File: src/rtl/otp_seq_pkg.sv
package otp_seq_pkg;

  typedef enum logic [3:0] {
    S_IDLE, S_T0LO, S_EAHI, S_ADDR, S_RSTHI, S_DATA, S_VDDHI,
    S_PULSE, S_VDDLO, S_VERIFY, S_T0DN, S_RSTLO
  } seq_state_e;

  typedef struct packed {
    logic tst0;
    logic ea_hv;
    logic dev_rst;
    logic bus_oe;
    logic vdd_hv;
    logic prog;
    logic drv_addr;
    logic drv_data;
  } pin_ctl_t;

  function automatic pin_ctl_t pin_decode(seq_state_e s);
    pin_ctl_t p;
    p = '{tst0: 1'b1, default: 1'b0};
    case (s)
      S_T0LO:   p.tst0 = 1'b0;
      S_EAHI:   begin p.tst0 = 1'b0; p.ea_hv = 1'b1; end
      S_ADDR:   begin p.tst0 = 1'b0; p.ea_hv = 1'b1; p.bus_oe = 1'b1; p.drv_addr = 1'b1; end
      S_RSTHI:  begin p.tst0 = 1'b0; p.ea_hv = 1'b1; p.bus_oe = 1'b1; p.drv_addr = 1'b1;
                      p.dev_rst = 1'b1; end
      S_DATA:   begin p.tst0 = 1'b0; p.ea_hv = 1'b1; p.bus_oe = 1'b1; p.drv_data = 1'b1;
                      p.dev_rst = 1'b1; end
      S_VDDHI:  begin p.tst0 = 1'b0; p.ea_hv = 1'b1; p.bus_oe = 1'b1; p.drv_data = 1'b1;
                      p.dev_rst = 1'b1; p.vdd_hv = 1'b1; end
      S_PULSE:  begin p.tst0 = 1'b0; p.ea_hv = 1'b1; p.bus_oe = 1'b1; p.drv_data = 1'b1;
                      p.dev_rst = 1'b1; p.vdd_hv = 1'b1; p.prog = 1'b1; end
      S_VDDLO:  begin p.tst0 = 1'b0; p.ea_hv = 1'b1; p.bus_oe = 1'b1; p.drv_data = 1'b1;
                      p.dev_rst = 1'b1; end
      S_VERIFY: begin p.ea_hv = 1'b1; p.dev_rst = 1'b1; end
      S_T0DN:   begin p.tst0 = 1'b0; p.ea_hv = 1'b1; p.dev_rst = 1'b1; end
      S_RSTLO:  begin p.tst0 = 1'b0; p.ea_hv = 1'b1; end
      default:  p = '{tst0: 1'b1, default: 1'b0};
    endcase
    return p;
  endfunction

endpackage

File: src/rtl/seq_timer.sv
module seq_timer #(
  parameter int CNT_W = 8
) (
  input  logic             clk_i,
  input  logic             rst_ni,
  input  logic             load_i,
  input  logic [CNT_W-1:0] len_i,
  output logic             done_o
);
  logic [CNT_W-1:0] cnt_q;

  always_ff @(posedge clk_i or negedge rst_ni) begin
    if (!rst_ni)            cnt_q <= '0;
    else if (load_i)        cnt_q <= len_i - CNT_W'(1);
    else if (cnt_q != '0)   cnt_q <= cnt_q - CNT_W'(1);
  end

  assign done_o = (cnt_q == '0);
endmodule

File: src/rtl/ale_monitor.sv
module ale_monitor #(
  parameter int TIMEOUT = 64
) (
  input  logic clk_i,
  input  logic rst_ni,
  input  logic ale_i,
  output logic alive_o
);
  localparam int CNT_W = $clog2(TIMEOUT + 1);
  localparam logic [CNT_W-1:0] LIMIT = CNT_W'(TIMEOUT);

  logic [2:0]       sync_q;
  logic             seen_q;
  logic [CNT_W-1:0] gap_q;
  logic             rise;

  assign rise = sync_q[1] & ~sync_q[2];

  always_ff @(posedge clk_i or negedge rst_ni) begin
    if (!rst_ni) begin
      sync_q <= '0;
      seen_q <= 1'b0;
      gap_q  <= '0;
    end else begin
      sync_q <= {sync_q[1:0], ale_i};
      if (rise) begin
        seen_q <= 1'b1;
        gap_q  <= '0;
      end else if (gap_q != LIMIT) begin
        gap_q  <= gap_q + CNT_W'(1);
      end
    end
  end

  assign alive_o = seen_q && (gap_q < LIMIT);
endmodule

File: src/rtl/word_addr_ctr.sv
module word_addr_ctr #(
  parameter int ADDR_W = 11
) (
  input  logic              clk_i,
  input  logic              rst_ni,
  input  logic              clr_i,
  input  logic              inc_i,
  input  logic [ADDR_W-1:0] end_addr_i,
  output logic [ADDR_W-1:0] addr_o,
  output logic              last_o
);
  logic [ADDR_W-1:0] addr_q, end_q;

  always_ff @(posedge clk_i or negedge rst_ni) begin
    if (!rst_ni) begin
      addr_q <= '0;
      end_q  <= '0;
    end else if (clr_i) begin
      addr_q <= '0;
      end_q  <= end_addr_i;
    end else if (inc_i) begin
      addr_q <= addr_q + ADDR_W'(1);
    end
  end

  assign addr_o = addr_q;
  assign last_o = (addr_q == end_q);
endmodule

File: src/rtl/otp_prog_seq.sv
module otp_prog_seq
  import otp_seq_pkg::*;
#(
  parameter int BUS_W       = 8,
  parameter int HI_W        = 3,
  parameter int SETUP_CYC   = 16,
  parameter int PULSE_CYC   = 50000,
  parameter int ALE_TIMEOUT = 64,
  localparam int ADDR_W     = BUS_W + HI_W
) (
  input  logic              clk_i,
  input  logic              rst_ni,
  input  logic              start_i,
  input  logic [ADDR_W-1:0] end_addr_i,
  input  logic [BUS_W-1:0]  wr_data_i,
  input  logic [BUS_W-1:0]  rd_data_i,
  input  logic              ale_i,
  output logic              tst0_o,
  output logic              ea_hv_o,
  output logic              dev_rst_o,
  output logic              vdd_hv_o,
  output logic              prog_o,
  output logic              bus_oe_o,
  output logic [BUS_W-1:0]  bus_o,
  output logic [HI_W-1:0]   addr_hi_o,
  output logic [ADDR_W-1:0] word_addr_o,
  output logic              busy_o,
  output logic              word_ok_o,
  output logic              done_o,
  output logic              fail_o,
  output logic              abort_o
);
  localparam int MAX_LEN = (PULSE_CYC > SETUP_CYC) ? PULSE_CYC : SETUP_CYC;
  localparam int CNT_W   = $clog2(MAX_LEN + 1);
  localparam logic [CNT_W-1:0] PULSE_LEN = CNT_W'(PULSE_CYC);
  localparam logic [CNT_W-1:0] STEP_LEN  = CNT_W'(SETUP_CYC);

  seq_state_e        state_q, state_d;
  pin_ctl_t          pins;
  logic              alive, tmr_done, tmr_load, last_word;
  logic              clr, inc, set_done, set_fail, set_abort, ok_d;
  logic [CNT_W-1:0]  tmr_len;
  logic [ADDR_W-1:0] addr;

  seq_timer #(.CNT_W(CNT_W)) u_timer (
    .clk_i, .rst_ni, .load_i(tmr_load), .len_i(tmr_len), .done_o(tmr_done)
  );

  ale_monitor #(.TIMEOUT(ALE_TIMEOUT)) u_ale (
    .clk_i, .rst_ni, .ale_i, .alive_o(alive)
  );

  word_addr_ctr #(.ADDR_W(ADDR_W)) u_addr (
    .clk_i, .rst_ni, .clr_i(clr), .inc_i(inc), .end_addr_i,
    .addr_o(addr), .last_o(last_word)
  );

  always_comb begin
    state_d   = state_q;
    clr       = 1'b0;
    inc       = 1'b0;
    set_done  = 1'b0;
    set_fail  = 1'b0;
    set_abort = 1'b0;
    ok_d      = 1'b0;
    if (state_q == S_IDLE) begin
      if (start_i && alive) begin
        state_d = S_T0LO;
        clr     = 1'b1;
      end
    end else if (!alive) begin
      state_d   = S_IDLE;
      set_abort = 1'b1;
    end else if (tmr_done) begin
      case (state_q)
        S_T0LO:   state_d = S_EAHI;
        S_EAHI:   state_d = S_ADDR;
        S_ADDR:   state_d = S_RSTHI;
        S_RSTHI:  state_d = S_DATA;
        S_DATA:   state_d = S_VDDHI;
        S_VDDHI:  state_d = S_PULSE;
        S_PULSE:  state_d = S_VDDLO;
        S_VDDLO:  state_d = S_VERIFY;
        S_VERIFY: begin
          if (rd_data_i != wr_data_i) begin
            state_d  = S_IDLE;
            set_fail = 1'b1;
          end else begin
            state_d  = S_T0DN;
            ok_d     = 1'b1;
          end
        end
        S_T0DN:   state_d = S_RSTLO;
        S_RSTLO: begin
          if (last_word) begin
            state_d  = S_IDLE;
            set_done = 1'b1;
          end else begin
            state_d  = S_ADDR;
            inc      = 1'b1;
          end
        end
        default:  state_d = S_IDLE;
      endcase
    end
  end

  assign tmr_load = (state_d != state_q) && (state_d != S_IDLE);
  assign tmr_len  = (state_d == S_PULSE) ? PULSE_LEN : STEP_LEN;

  always_ff @(posedge clk_i or negedge rst_ni) begin
    if (!rst_ni) begin
      state_q   <= S_IDLE;
      done_o    <= 1'b0;
      fail_o    <= 1'b0;
      abort_o   <= 1'b0;
      word_ok_o <= 1'b0;
    end else begin
      state_q   <= state_d;
      word_ok_o <= ok_d;
      if (clr) begin
        done_o  <= 1'b0;
        fail_o  <= 1'b0;
        abort_o <= 1'b0;
      end else begin
        if (set_done)  done_o  <= 1'b1;
        if (set_fail)  fail_o  <= 1'b1;
        if (set_abort) abort_o <= 1'b1;
      end
    end
  end

  assign pins        = pin_decode(state_q);
  assign tst0_o      = pins.tst0;
  assign ea_hv_o     = pins.ea_hv;
  assign dev_rst_o   = pins.dev_rst;
  assign vdd_hv_o    = pins.vdd_hv;
  assign prog_o      = pins.prog;
  assign bus_oe_o    = pins.bus_oe;
  assign bus_o       = pins.drv_addr ? addr[BUS_W-1:0] :
                       pins.drv_data ? wr_data_i : '0;
  assign addr_hi_o   = (pins.drv_addr | pins.drv_data) ? addr[ADDR_W-1:BUS_W] : '0;
  assign word_addr_o = addr;
  assign busy_o      = (state_q != S_IDLE);
endmodule

File: config.mk
export PLATFORM = sky130hd
export DESIGN_NAME = otp_prog_seq
export DESIGN_NICKNAME = d
export VERILOG_FILES = /design/src/rtl/otp_seq_pkg.sv /design/src/rtl/seq_timer.sv /design/src/rtl/ale_monitor.sv /design/src/rtl/word_addr_ctr.sv /design/src/rtl/otp_prog_seq.sv
export SDC_FILE = /design/constraint.sdc
export NUM_CORES = 1
export LEC_CHECK = 0
export ABC_AREA = 1
export BUFFER_PORTS_ARGS = -buffer_cell sky130_fd_sc_hd__buf_4
export CORE_MARGIN = 2
export CORE_UTILIZATION = 40
export DETAILED_ROUTE_END_ITERATION = 10
export HOLD_SLACK_MARGIN = 0.12
export SLEW_MARGIN = 20
export SYNTH_ARGS = -nofsm -noshare
export SYNTH_HDL_FRONTEND = slang
export SYNTH_HIERARCHICAL = 1
export SYNTH_SLANG_ARGS = --single-unit
File: constraint.sdc
create_clock -name clk_i -period 3.29 [get_ports clk_i]
set_input_delay 0.4935 -clock clk_i [delete_from_list [all_inputs] [get_ports clk_i]]
set_output_delay 0.4935 -clock clk_i [all_outputs]
set_load 0.05 [all_outputs]
* After elaboration in Yosys (flattened, before gate mapping)
Index checks and enable logic that the tools add are counted.
Cells by class: reductions and logical operators 21, magnitude comparators 1, add/sub/neg operators 4, mux-type cells 55, bitwise gates (word level) 3, equal/unequal tests 16
Operators with widths (number):
- $mux 16 | 3
- $pmux 4 s11 | 1
- $mux 1 | 38
- $sub 16x1->16 const B | 2
- $mux 11 | 2
- $eq 4x3->1 const B | 5
- $mux 4 | 5
- $reduce_or 10->1 | 2
- $eq 4x4->1 const B | 4
- $logic_not 16->1 | 1
- $mux 8 | 2
- $reduce_bool 16->1 | 1
- $mux 7 | 2
- $reduce_bool 2->1 | 6
- $add 11x1->11 const B | 1
- $eq 11x11->1 | 1
- $eq 4x2->1 const B | 2
- $ne 8x8->1 | 1
- $reduce_bool 4->1 | 2
- $add 7x1->7 const B | 1
- $lt 7x7->1 const B | 1
- $ne 7x7->1 const B | 1
- $reduce_or 7->1 | 1
- $reduce_or 6->1 | 1
- other kinds (11) | 14
Word-level totals: register bits after elaboration 57, output and inout bits 33, logic and storage cells 111, input port bits 31

* Longest topological paths before layout
Gate-level depths: netlist (run 1).
word-level depth 10, depth in mapped cells 31, depth with buffers taken out 30

* By module
Netlist (run 1), hierarchy kept.
By module, submodules not included:
- seq_timer | area an instance 1287.5 um^2, cells an instance 210, sequential area each 400.4 um^2, times used 1
- word_addr_ctr | area an instance 1141.1 um^2, cells an instance 143, sequential area each 550.5 um^2, times used 1
- otp_prog_seq | area an instance 1031.0 um^2, cells an instance 180, sequential area each 200.2 um^2, times used 1
- ale_monitor | area an instance 503.0 um^2, cells an instance 59, sequential area each 275.3 um^2, times used 1

* Least setup slack after synthesis (run 1)
No wires, ideal clock.
path type flip-flop to flip-flop, from reg state_q[3], to reg u_timer.cnt_q[10], library setup time 0.077 ns, stages on the path, launching flop included 25, setup slack -0.042 ns, arrival time 3.255 ns, buffers on the path 1, clock period less this slack 3.332 ns, data required time 3.213 ns, cell sequence dfrtp_1 -> inv_1 -> ha_1 -> inv_1 -> nor2_1 -> nor2_1 -> nand2_1 -> nand2_1 -> nand2_1 -> nand2_1 -> nand3_1 -> nand2_1 -> nor2_1 -> nor2_1 -> inv_2 -> buf_6 -> nand2_1 -> o21ai_2 -> ha_1 -> inv_1 -> nor2_4 -> nand2_2 -> nor2_2 -> nand3_1 -> a21oi_1
Between the ends: elaborated cells on any way between the ends 25, those cells by class add/sub: 1; eq/ne: 13; mux: 7; reduce/logical: 4
RTL lines:
- start: declaration | RTL line otp_prog_seq.sv:38 | seq_state_e state_q, state_d;
- start signal: assignment | RTL line otp_prog_seq.sv:119 | state_q <= state_d;
- $eq 4x4->1, or another cell as far along | RTL line otp_prog_seq.sv:75 | case (state_q)
- $pmux 4 s11 | RTL line otp_prog_seq.sv:75
- $mux 4 | RTL line otp_prog_seq.sv:74 | end else if (tmr_done) begin
- $mux 4 | RTL line otp_prog_seq.sv:71 | end else if (!alive) begin
- $mux 4 | RTL line otp_prog_seq.sv:66 | if (state_q == S_IDLE) begin
- $ne 4x4->1 or $reduce_bool 4->1 (tied branches) | RTL line otp_prog_seq.sv:108 | assign tmr_load = (state_d != state_q) && (state_d != S_IDLE);
- $logic_and 1x1->1 * | RTL line otp_prog_seq.sv:108
- named net tmr_load | RTL line otp_prog_seq.sv:40 | logic alive, tmr_done, tmr_load, last_word;
- $mux 16 or $reduce_bool 2->1 (tied branches)
- end signal: assignment | RTL line seq_timer.sv:14 | else if (load_i) cnt_q <= len_i - CNT_W'(1);
- end signal: assignment | RTL line seq_timer.sv:15 | else if (cnt_q != '0) cnt_q <= cnt_q - CNT_W'(1);
- end: declaration | RTL line seq_timer.sv:10 | logic [CNT_W-1:0] cnt_q;
The timed path passes the listed nets; every way through them passes the cells marked *. A chain may end at the register's enable or synchronous reset.

* Worst setup path after layout (run 1)
from reg state_q[2], to reg u_timer.cnt_q[14]
Same word-level chain as after synthesis.

==> flow_summary.json, run 1 <==
{
  "status": "finished, final reports clean",
  "final_core_util_pct": 53.6,
  "place_area_um2": 4690,
  "peakVddDrop_uv": 511,
  "synth_top_area_share_pct": 36.0,
  "cts_made_buffers": 9,
  "start_util_pct": 40.9,
  "ys_seq_area_share_pct": 36.0,
  "worstPathArrival_ns": 3.44,
  "setup_viol": 0,
  "nets": 730,
  "setup_tns_ns": 0,
  "worstReg2RegStart": "state_q[2]$_DFF_PN0_",
  "p_leak_uw": 0.00267,
  "drt-initial-drc-count": 203,
  "core_area_um2": 9680,
  "syn2layout_area_growth_pct": 30.9,
  "grt_use_total_pct": 18.9,
  "synth_top_family_by_area": "simple AND/OR/NAND/NOR gates",
  "synth_fa_ha_area_share_pct": 2.21,
  "yosysUniqueCellTypes": 33,
  "hold_class": "in2async",
  "min_period_ns": 3.21,
  "endpoint": "u_timer/cnt_q[14]$_DFFE_PN0P_",
  "rows": 36,
  "final.fill_count": 961,
  "yosysTopAreaCell": "dfrtp_1",
  "yosys_warnings": 6,
  "reg2reg_slack_ns": 0.08,
  "synth_xor_area_share_pct": 3.54,
  "viasPerCell": 4.67,
  "grt_max_degree": 58,
  "drv_cap": 0,
  "fin_crit_sh_pct": 97.7,
  "worst_setup_path_end_kind": "register",
  "skew_ns": 0.0136,
  "via_count": 3873,
  "grt_pass1_wl_mm": 16.6,
  "io_buffers": 63,
  "cts_root_buffer": "clkbuf_8",
  "antenna_found_initial": 0,
  "yosys_register_bits": 57,
  "startpoint": "state_q[2]$_DFF_PN0_",
  "rsz0062_at_grt": "true",
  "grt-ovfl-total": 0,
  "ant_nets": 0,
  "slew_viol_final": 0,
  "dieArea_um2": 10700,
  "drc": 0,
  "netlist_area_um2": 3960,
  "die_w_um": 104,
  "drive_gt1_share_pct": 28.8,
  "r2r_end": "u_timer/cnt_q[14]$_DFFE_PN0P_",
  "crit_type": "reg2reg",
  "cts_tree": "built",
  "avgSynthCellArea_um2": 6.69,
  "hold_buffers": 0,
  "wl_mm": 10.0,
  "power_density_nw_per_um2": 738,
  "insertion_delay_ns": 0.34,
  "route.detailed.wl_per_inst_um": 12.0,
  "relSlewSlack_pct": 50.5,
  "die_h_um": 104,
  "hold_viol": 0,
  "cp-start-kind": "register",
  "seq_area_um2": 1430,
  "n_antenna_cell": 0,
  "first_global_vias": 3580,
  "gp_congestion": 0.867,
  "worst_r2r_path_depth": 23,
  "cts_buffer_depth": 2,
  "dpl.hpwl_mm": 7.42,
  "dr.pass1.iters": 4,
  "cts_sinks": 57,
  "fin_total_pwr_uw": 3830,
  "synth.area.top_cells": "dfrtp_1 (36%), nand2_1 (19%), inv_1 (6.8%), nor2_1 (6.8%), nand3_1 (4.8%)",
  "clk_pin_slew_ns": 0.07,
  "required_ns": 3.51,
  "multiInputGateArea_um2": 2370,
  "design_area_um2": 5190,
  "synth_mux_area_share_pct": 0,
  "clock.fmax_ghz": 0.311,
  "synth-simple-area-share_pct": 41.0,
  "tightest_slew_ns": 0.742,
  "io_pins": 64,
  "synth-compound-area-share_pct": 7.20,
  "synth_cells": 592,
  "cp_max_fo": 8,
  "htreeDepth": 3
}
[power breakdown]
part           switching [uW]  total [uW]  internal (uW)
clock network             318         752            434
registers                 132        1020            890
logic                    1290        2060            767
total                    1740        3830           2090
[synth_stat cells (all sizes together)]
library cell    n
nand4           6
nand2         220
a31oi           1
xnor2          13
or2             2
clkinv          2
buf             8
a21oi          24
xor2            3
conb            2
nor2           90
nand3          43
dfrtp          57
clkbuf          2
nor3            4
ha              7
o21ai          23
o21bai          2
inv            80
nor4            2
o211a           1
[cell families (layout without fill, tap and decap cells)]
group,count (synthesis),after routing
compound gates,51,51
xor+xnor,16,16
fa+ha+maj,7,7
buf+inv,92,185
flops,57,57
other cells,2,14
simple gates,367,367
[per-layer routing]
layer,vias to the layer above,track usage [%],share of wire (%)
met4,0,5.98,1.2
li1,2010,-,-
met3,13,5.10,5.1
met1,1780,25.6,47
met2,70,29.5,47
met5,-,0,0
[layout make-up]
| cell class | count | share of cell area (%) |
|---|---|---|
| Tap cell | 133 | 3.21 |
| Sequential cell | 57 | 27.5 |
| Timing Repair Buffer | 87 | 13.2 |
| Inverter | 82 | 5.98 |
| Clock buffer | 9 | 2.39 |
| Clock inverter | 7 | 1.98 |
| Multi-Input combinational cell | 455 | 45.7 |
[layout by cell type, fill, tap and decap left out, drive strengths merged]
cell,instances
nand2,220
nor2,90
buf,87
inv,82
dfrtp,57
nand3,43
a21oi,24
o21ai,23
conb,14
xnor2,13
clkbuf,9
ha,7
nand4,6
nor3,4
clkinv,4
xor2,3
o21bai,2
nor4,2
bufinv,2
or2,2
a31oi,1
clkinvlp,1
o211a,1
[registers in the layout, indices dropped and copies added (netlist names)]
register,flops
abort_o,1
done_o,1
fail_o,1
state_q,4
u_addr/addr_o,11
u_addr/end_q,11
u_ale/gap_q,7
u_ale/seen_q,1
u_ale/sync_q,3
u_timer/cnt_q,16
word_ok_o,1
[worst min path at each step]
| stage | from | endpoint | slack (ns) | cells past startpoint |
|---|---|---|---|---|
| global route | ale_i | u_ale/sync_q[0]$_DFF_PN0_ | 0.24 | 1 |
| global placement | u_ale/sync_q[0]$_DFF_PN0_ | u_ale/sync_q[1]$_DFF_PN0_ | 0.35 | 0 |
| detailed placement | u_ale/sync_q[0]$_DFF_PN0_ | u_ale/sync_q[1]$_DFF_PN0_ | 0.34 | 0 |
| finish | rst_ni | u_addr/end_q[7]$_DFFE_PN0P_ | 0.22 | 1 |
| floorplan | rst_ni | abort_o$_DFFE_PN0P_ | 0.20 | 0 |
| CTS | rst_ni | u_addr/addr_o[9]$_DFFE_PN0P_ | 0.25 | 1 |
[what timing repair did]
item,in CTS,in global routing
cloned,0,0
pin swaps,0,30
buffers inserted,1,7
endpoints found under the setup margin,1,15
resized for setup,3,57
[metrics by stage]
stage	hold slack [ns]	setup WS, ns	std cells
6_report	0.219	0.0759	830
5_1_grt	0.244	-0.313	830
4_1_cts	0.249	0.0113	823
3_5_place_dp	0.342	0.0195	806
3_3_place_gp	0.349	0.129	806
2_1_floorplan	0.198	0.0531	604
[worst max-delay path, cell delays in order, from the launching register on]
cell and delay (ns):
dfrtp_1 0.42, inv_1 0.17, ha_1 0.29, inv_1 0.10, nor3_1 0.27, nor2_1 0.08
nand2_1 0.07, nand2_1 0.06, nand2_2 0.08, nand2_2 0.06, buf_4 0.14, nand2_1 0.05
nor2_1 0.05, nor2_2 0.19, inv_4 0.10, o21ai_4 0.21, ha_4 0.16, inv_2 0.04
nor2_4 0.14, nand2_2 0.10, nor2_4 0.12, nand2_1 0.06, nand2_1 0.07, a21oi_1 0.06
No activity file was read; power rests on OpenSTA's default activity.
==> inputs of run 2 (changes only) <==
--- a/config.mk
+++ b/config.mk
@@ -11,6 +11,7 @@
 export CORE_UTILIZATION = 40
 export DETAILED_ROUTE_END_ITERATION = 10
 export HOLD_SLACK_MARGIN = 0.12
+export RECOVER_POWER = 25
 export SLEW_MARGIN = 20
 export SYNTH_ARGS = -nofsm -noshare
 export SYNTH_HDL_FRONTEND = slang
==> flow_summary.json, run 2 (synthesis gave the netlist of run 1 again) <==
{
  "antenna_found_initial": 0,
  "gp_congestion": 0.867,
  "final_common_cell": "nand2_1",
  "grt-ovfl-total": 0,
  "nets": 730,
  "cts_root_buffer": "clkbuf_8",
  "fin_crit_sh_pct": 97.7,
  "grt_pass1_wl_mm": 16.6,
  "cts_sinks": 57,
  "peakVddDrop_uv": 511,
  "cts_tree": "built",
  "core_area_um2": 9680,
  "drc": 0,
  "min_to": "u_ale/sync_q[0]$_DFF_PN0_",
  "setup_viol": 0,
  "worstReg2RegStart": "state_q[2]$_DFF_PN0_",
  "io_buffers": 63,
  "route.detailed.wl_per_inst_um": 12.0,
  "reg2reg_slack_ns": 0.08,
  "cts_made_buffers": 9,
  "io_pins": 64,
  "clk_pin_slew_ns": 0.07,
  "first_global_vias": 3580,
  "rows": 36,
  "wl_mm": 10.0,
  "rsz0062_at_grt": "true",
  "required_ns": 3.51,
  "cp_cell_sequence": "inv_1 > ha_1 > inv_1 > nor3_1 > nor2_1 > nand2_1 > nand2_1 > nand2_2 > nand2_2 > buf_4 > nand2_1 > nor2_1 > nor2_2 > inv_4 > o21ai_4 > ha_4 > inv_2 > nor2_4 > nand2_2 > nor2_4 > nand2_1 > nand2_1 > a21oi_1",
  "clock.fmax_ghz": 0.311,
  "cp_max_fo": 8,
  "dieArea_um2": 10700,
  "cpMostUsedCell": "nand2_1",
  "die_w_um": 104,
  "drt-initial-drc-count": 202,
  "dr.pass1.iters": 4,
  "ant_nets": 0,
  "tightest_slew_ns": 1.46,
  "n_antenna_cell": 0,
  "cp_slowest_cell": "dfrtp_1",
  "worstPathArrival_ns": 3.44,
  "hold_path_depth": 1,
  "grt_max_degree": 58,
  "largest_reg_flops": 16,
  "slew_viol_final": 0,
  "drv_cap": 0,
  "relSlewSlack_pct": 2.83,
  "hold_class": "in2reg",
  "cpPeakStageDelay_ns": 0.42,
  "crit_type": "reg2reg",
  "min_period_ns": 3.21,
  "htreeDepth": 3,
  "r2r_end": "u_timer/cnt_q[14]$_DFFE_PN0P_",
  "syn2layout_area_growth_pct": 30.8,
  "skew_ns": 0.0135,
  "worst_r2r_path_depth": 23,
  "start_util_pct": 40.9,
  "regMostFlops": "u_timer/cnt_q",
  "die_h_um": 104,
  "hold_viol": 0,
  "dpl.hpwl_mm": 7.42,
  "worst_setup_path_end_kind": "register",
  "final_core_util_pct": 53.5,
  "cts_buffer_depth": 2,
  "drive_gt1_share_pct": 28.8,
  "layout_common_cells": "nand2_1 (186), buf_4 (81), inv_1 (70), nor2_1 (57), dfrtp_1 (57)",
  "viasPerCell": 4.66,
  "grt_use_total_pct": 18.9,
  "power_density_nw_per_um2": 739,
  "holdCritStartpoint": "ale_i",
  "via_count": 3871,
  "startpoint": "state_q[2]$_DFF_PN0_",
  "insertion_delay_ns": 0.34,
  "fin_total_pwr_uw": 3830,
  "status": "finished, final reports clean",
  "cp-start-kind": "register",
  "design_area_um2": 5180,
  "p_leak_uw": 0.00267,
  "place_area_um2": 4690,
  "hold_buffers": 0
}
run 2: power breakdown:
part	switching, uW	internal, uW
registers	132	890
clock network	318	434
logic	1290	767
total	1740	2090
run 2: critical path: cells and delay by family (launching register included):
| family | cells | cell delay, ns |
|---|---|---|
| compound gates | 2 | 0.27 |
| fa+ha+maj | 2 | 0.45 |
| buf+inv | 5 | 0.55 |
| flops | 1 | 0.42 |
| simple gates | 14 | 1.40 |
run 2: stage by stage:
stage | worst slack, ns | setup TNS [ns] | instances | hold WS, ns
floorplan | 0.0531 | 0 | 604 | 0.198
global placement | 0.129 | 0 | 806 | 0.349
detailed placement | 0.0195 | 0 | 806 | 0.342
CTS | 0.0113 | 0 | 823 | 0.249
global route | -0.313 | -3.11 | 830 | 0.268
finish | 0.0759 | 0 | 830 | 0.287
run 2: worst max path at each step:
stage	cells past startpoint	end
3_5_place_dp	27	u_timer/cnt_q[10]$_DFFE_PN0P_
3_3_place_gp	28	u_timer/cnt_q[13]$_DFFE_PN0P_
5_1_grt	27	u_timer/cnt_q[14]$_DFFE_PN0P_
6_report	23	u_timer/cnt_q[14]$_DFFE_PN0P_
4_1_cts	25	u_timer/cnt_q[10]$_DFFE_PN0P_
2_1_floorplan	29	u_timer/cnt_q[10]$_DFFE_PN0P_
run 2: routing by layer:
layer / wire length [um] / track usage [%] / vias up
li1: - / - / 2010
met1: 4710 / 25.6 / 1778
met2: 4660 / 29.5 / 70
met3: 507 / 5.10 / 13
met4: 121 / 5.98 / 0
met5: 0 / 0 / -
run 2: timing repair:
item | 4_1_cts | 5_1_grt
endpoints found under the setup margin | 1 | 15
pin swaps | 0 | 30
gates cloned | 0 | 0
gates resized for setup | 3 | 57
endpoints found under the hold margin | 0 | 0
setup buffers | 1 | 7
run 2: area by class of cell:
class / count / area [um^2]
flip-flops and latches: 57 / 1430
clock inverters: 7 / 103
well taps: 133 / 166
repair buffers: 87 / 683
clock buffers: 9 / 124
fillers: 962 / 4500
multi-input cells: 455 / 2370
inverters: 82 / 310
==> inputs of run 3 (changes only) <==
--- a/config.mk
+++ b/config.mk
@@ -15,5 +15,4 @@
 export SLEW_MARGIN = 20
 export SYNTH_ARGS = -nofsm -noshare
 export SYNTH_HDL_FRONTEND = slang
-export SYNTH_HIERARCHICAL = 1
 export SYNTH_SLANG_ARGS = --single-unit
==> flow_summary.json, run 3 <==
{
  "start_util_pct": 41.8,
  "die_w_um": 97.2,
  "netlist_area_um2": 3470,
  "drv_cap": 0,
  "synth.area.top_cells": "dfrtp_1 (41%), nand2_1 (13%), inv_1 (7.0%), nor2_1 (5.9%), nand3_1 (3.9%)",
  "dieArea_um2": 9440,
  "power_density_nw_per_um2": 786,
  "yosys_register_bits": 57,
  "die_h_um": 97.2,
  "relSlewSlack_pct": 2.73,
  "drive_gt1_share_pct": 22.7,
  "dp_cells": 643,
  "grt_pass1_wl_mm": 14.8,
  "peakVddDrop_uv": 256,
  "crit_type": "reg2reg",
  "drt-initial-drc-count": 148,
  "min_period_ns": 2.80,
  "rows": 33,
  "io_pins": 64,
  "via_count": 3275,
  "synth_nets": 512,
  "cts_root_buffer": "clkbuf_8",
  "hold_buffers": 0,
  "slew_viol_final": 0,
  "required_ns": 3.53,
  "setup_slack_ns": 0.491,
  "io_buffers": 63,
  "cts_setup_buffers": 0,
  "synth_cells": 477,
  "dpl.hpwl_mm": 6.51,
  "nets": 584,
  "core_area_um2": 8300,
  "fin_crit_sh_pct": 85.1,
  "status": "finished, final reports clean",
  "largest_reg_flops": 16,
  "cts_made_buffers": 9,
  "final_cell_count_no_fill": 659,
  "grt_max_degree": 58,
  "cts_sinks": 57,
  "dr.pass1.iters": 4,
  "setup_tns_ns": 0,
  "setup_viol": 0,
  "cts_tree": "built",
  "ant_nets": 0,
  "synthArstFlopShare_pct": 100,
  "synth_top_area_share_pct": 41.1,
  "yosysTopAreaCell": "dfrtp_1",
  "first_global_vias": 3156,
  "regMostFlops": "u_timer.cnt_q",
  "gp_congestion": 0.916,
  "syn2layout_area_growth_pct": 22.3,
  "clk_pin_slew_ns": 0.08,
  "grt-ovfl-total": 0,
  "insertion_delay_ns": 0.35,
  "worstPathArrival_ns": 3.04,
  "n_antenna_cell": 0,
  "htreeDepth": 3,
  "wl_mm": 8.59,
  "avgSynthCellArea_um2": 7.28,
  "yosysMostFrequentCell": "nand2_1",
  "final_common_cell": "nand2_1",
  "cp_max_fo": 10,
  "viasPerCell": 4.97,
  "synth_common_cells": "nand2_1 (119), inv_1 (65), dfrtp_1 (57)",
  "grt_use_total_pct": 19.1,
  "ys_seq_area_share_pct": 41.1,
  "route.detailed.wl_per_inst_um": 13.0,
  "worst_setup_path_end_kind": "register",
  "rsz0062_at_grt": "false",
  "antenna_found_initial": 0,
  "synth_edf_count": 0,
  "yosysUniqueCellTypes": 37,
  "tightest_slew_ns": 1.46,
  "layout_common_cells": "nand2_1 (119), buf_4 (66), inv_1 (65), dfrtp_1 (57), nor2_1 (55)",
  "yosys_warnings": 0,
  "p_leak_uw": 0.00222,
  "hold_class": "in2reg",
  "hold_ws_ns": 0.282,
  "pre_cts_slack_ns": 0.449,
  "ys.flop_type": "dfrtp_1",
  "final_core_util_pct": 51.2,
  "clock.fmax_ghz": 0.357,
  "cts_buffer_depth": 2,
  "drc": 0,
  "cp-start-kind": "register",
  "skew_ns": 0.0126,
  "post_cts_resized": 0,
  "hold_viol": 0
}
[run 3: cell types whose count changed after synthesis, sizes merged, moves of 3 or more]
cell	change
a211oi	+6
o21ai	+4
clkbuf	+3
nand2	-91
inv	-6
nand3	-9
nor2	-25
ha	-3
nor3	+7
nand4	+3
buf	-6
[run 3: where the power goes]
group / internal [uW] / total, uW / switching (uW)
clock: 291 / 582 / 291
combinational: 575 / 1760 / 1180
sequential: 871 / 998 / 127
[run 3: cell type report]
cell class,count,area (um^2)
Clock buffer,11,141
Sequential cell,57,1430
Tap cell,105,131
Inverter,77,290
Fill cell,846,4050
Timing Repair Buffer,68,508
Multi-Input combinational cell,336,1720
Clock inverter,5,31.3
[run 3: path summary, 6_finish.rpt]
| path | start | slack (ns) | endpoint | cells past startpoint |
|---|---|---|---|---|
| worst max-delay path | u_timer.cnt_q[0]$_DFFE_PN0P_ | 0.49 | u_timer.cnt_q[10]$_DFFE_PN0P_ | 20 |
| worst min-delay path | ale_i | 0.28 | u_ale.sync_q[0]$_DFF_PN0_ | 1 |
| worst max register to register | u_timer.cnt_q[0]$_DFFE_PN0P_ | 0.49 | u_timer.cnt_q[10]$_DFFE_PN0P_ | 20 |
| worst min register to register | u_ale.sync_q[0]$_DFF_PN0_ | 0.38 | u_ale.sync_q[1]$_DFF_PN0_ | 0 |
| max in group asynchronous | rst_ni | 1.91 | u_addr.end_q[10]$_DFFE_PN0P_ | 1 |
| min in group asynchronous | rst_ni | 0.50 | u_timer.cnt_q[4]$_DFFE_PN0P_ | 1 |
[run 3: cells by family after synthesis]
group / share of synthesized area, %
simple gates: 33.9
compound gates: 10.1
fa+ha+maj: 1.44
buf+inv: 9.48
xor+xnor: 4.04
flops: 41.1
[run 3: metrics by stage]
stage / instance area, um^2 / total power, uW
finish: 4250 / 3340
global placement: 4080 / 2760
CTS: 4250 / 3370
floorplan: 3470 / 2370
detailed placement: 4080 / 2770
global route: 4250 / 3610
[run 3: critical path: stages (launching register included)]
cell and delay (ns):
dfrtp_1 0.42, nor3_4 0.20, nand2_1 0.11, nor2_2 0.11, nand2_2 0.14, clkinv_2 0.13
nand3_2 0.10, nand2_2 0.11, nand2_1 0.06, nand2_1 0.09, nor2_2 0.05, nand3_2 0.08
nand2_2 0.13, nand2_1 0.10, ha_1 0.20, nand2_1 0.07, nand3b_4 0.16, nor2_4 0.20
inv_2 0.05, nor3_1 0.13, o21ai_1 0.07
[run 3: metal layers]
| layer | track usage [%] | routed length, um | part of all wire, % | vias up |
|---|---|---|---|---|
| li1 | - | - | - | 1662 |
| met4 | 8.23 | 188 | 2.2 | 0 |
| met5 | 0 | 0 | 0 | - |
| met1 | 25.8 | 4130 | 48 | 1519 |
| met2 | 30.3 | 3910 | 46 | 80 |
| met3 | 3.09 | 364 | 4.2 | 14 |
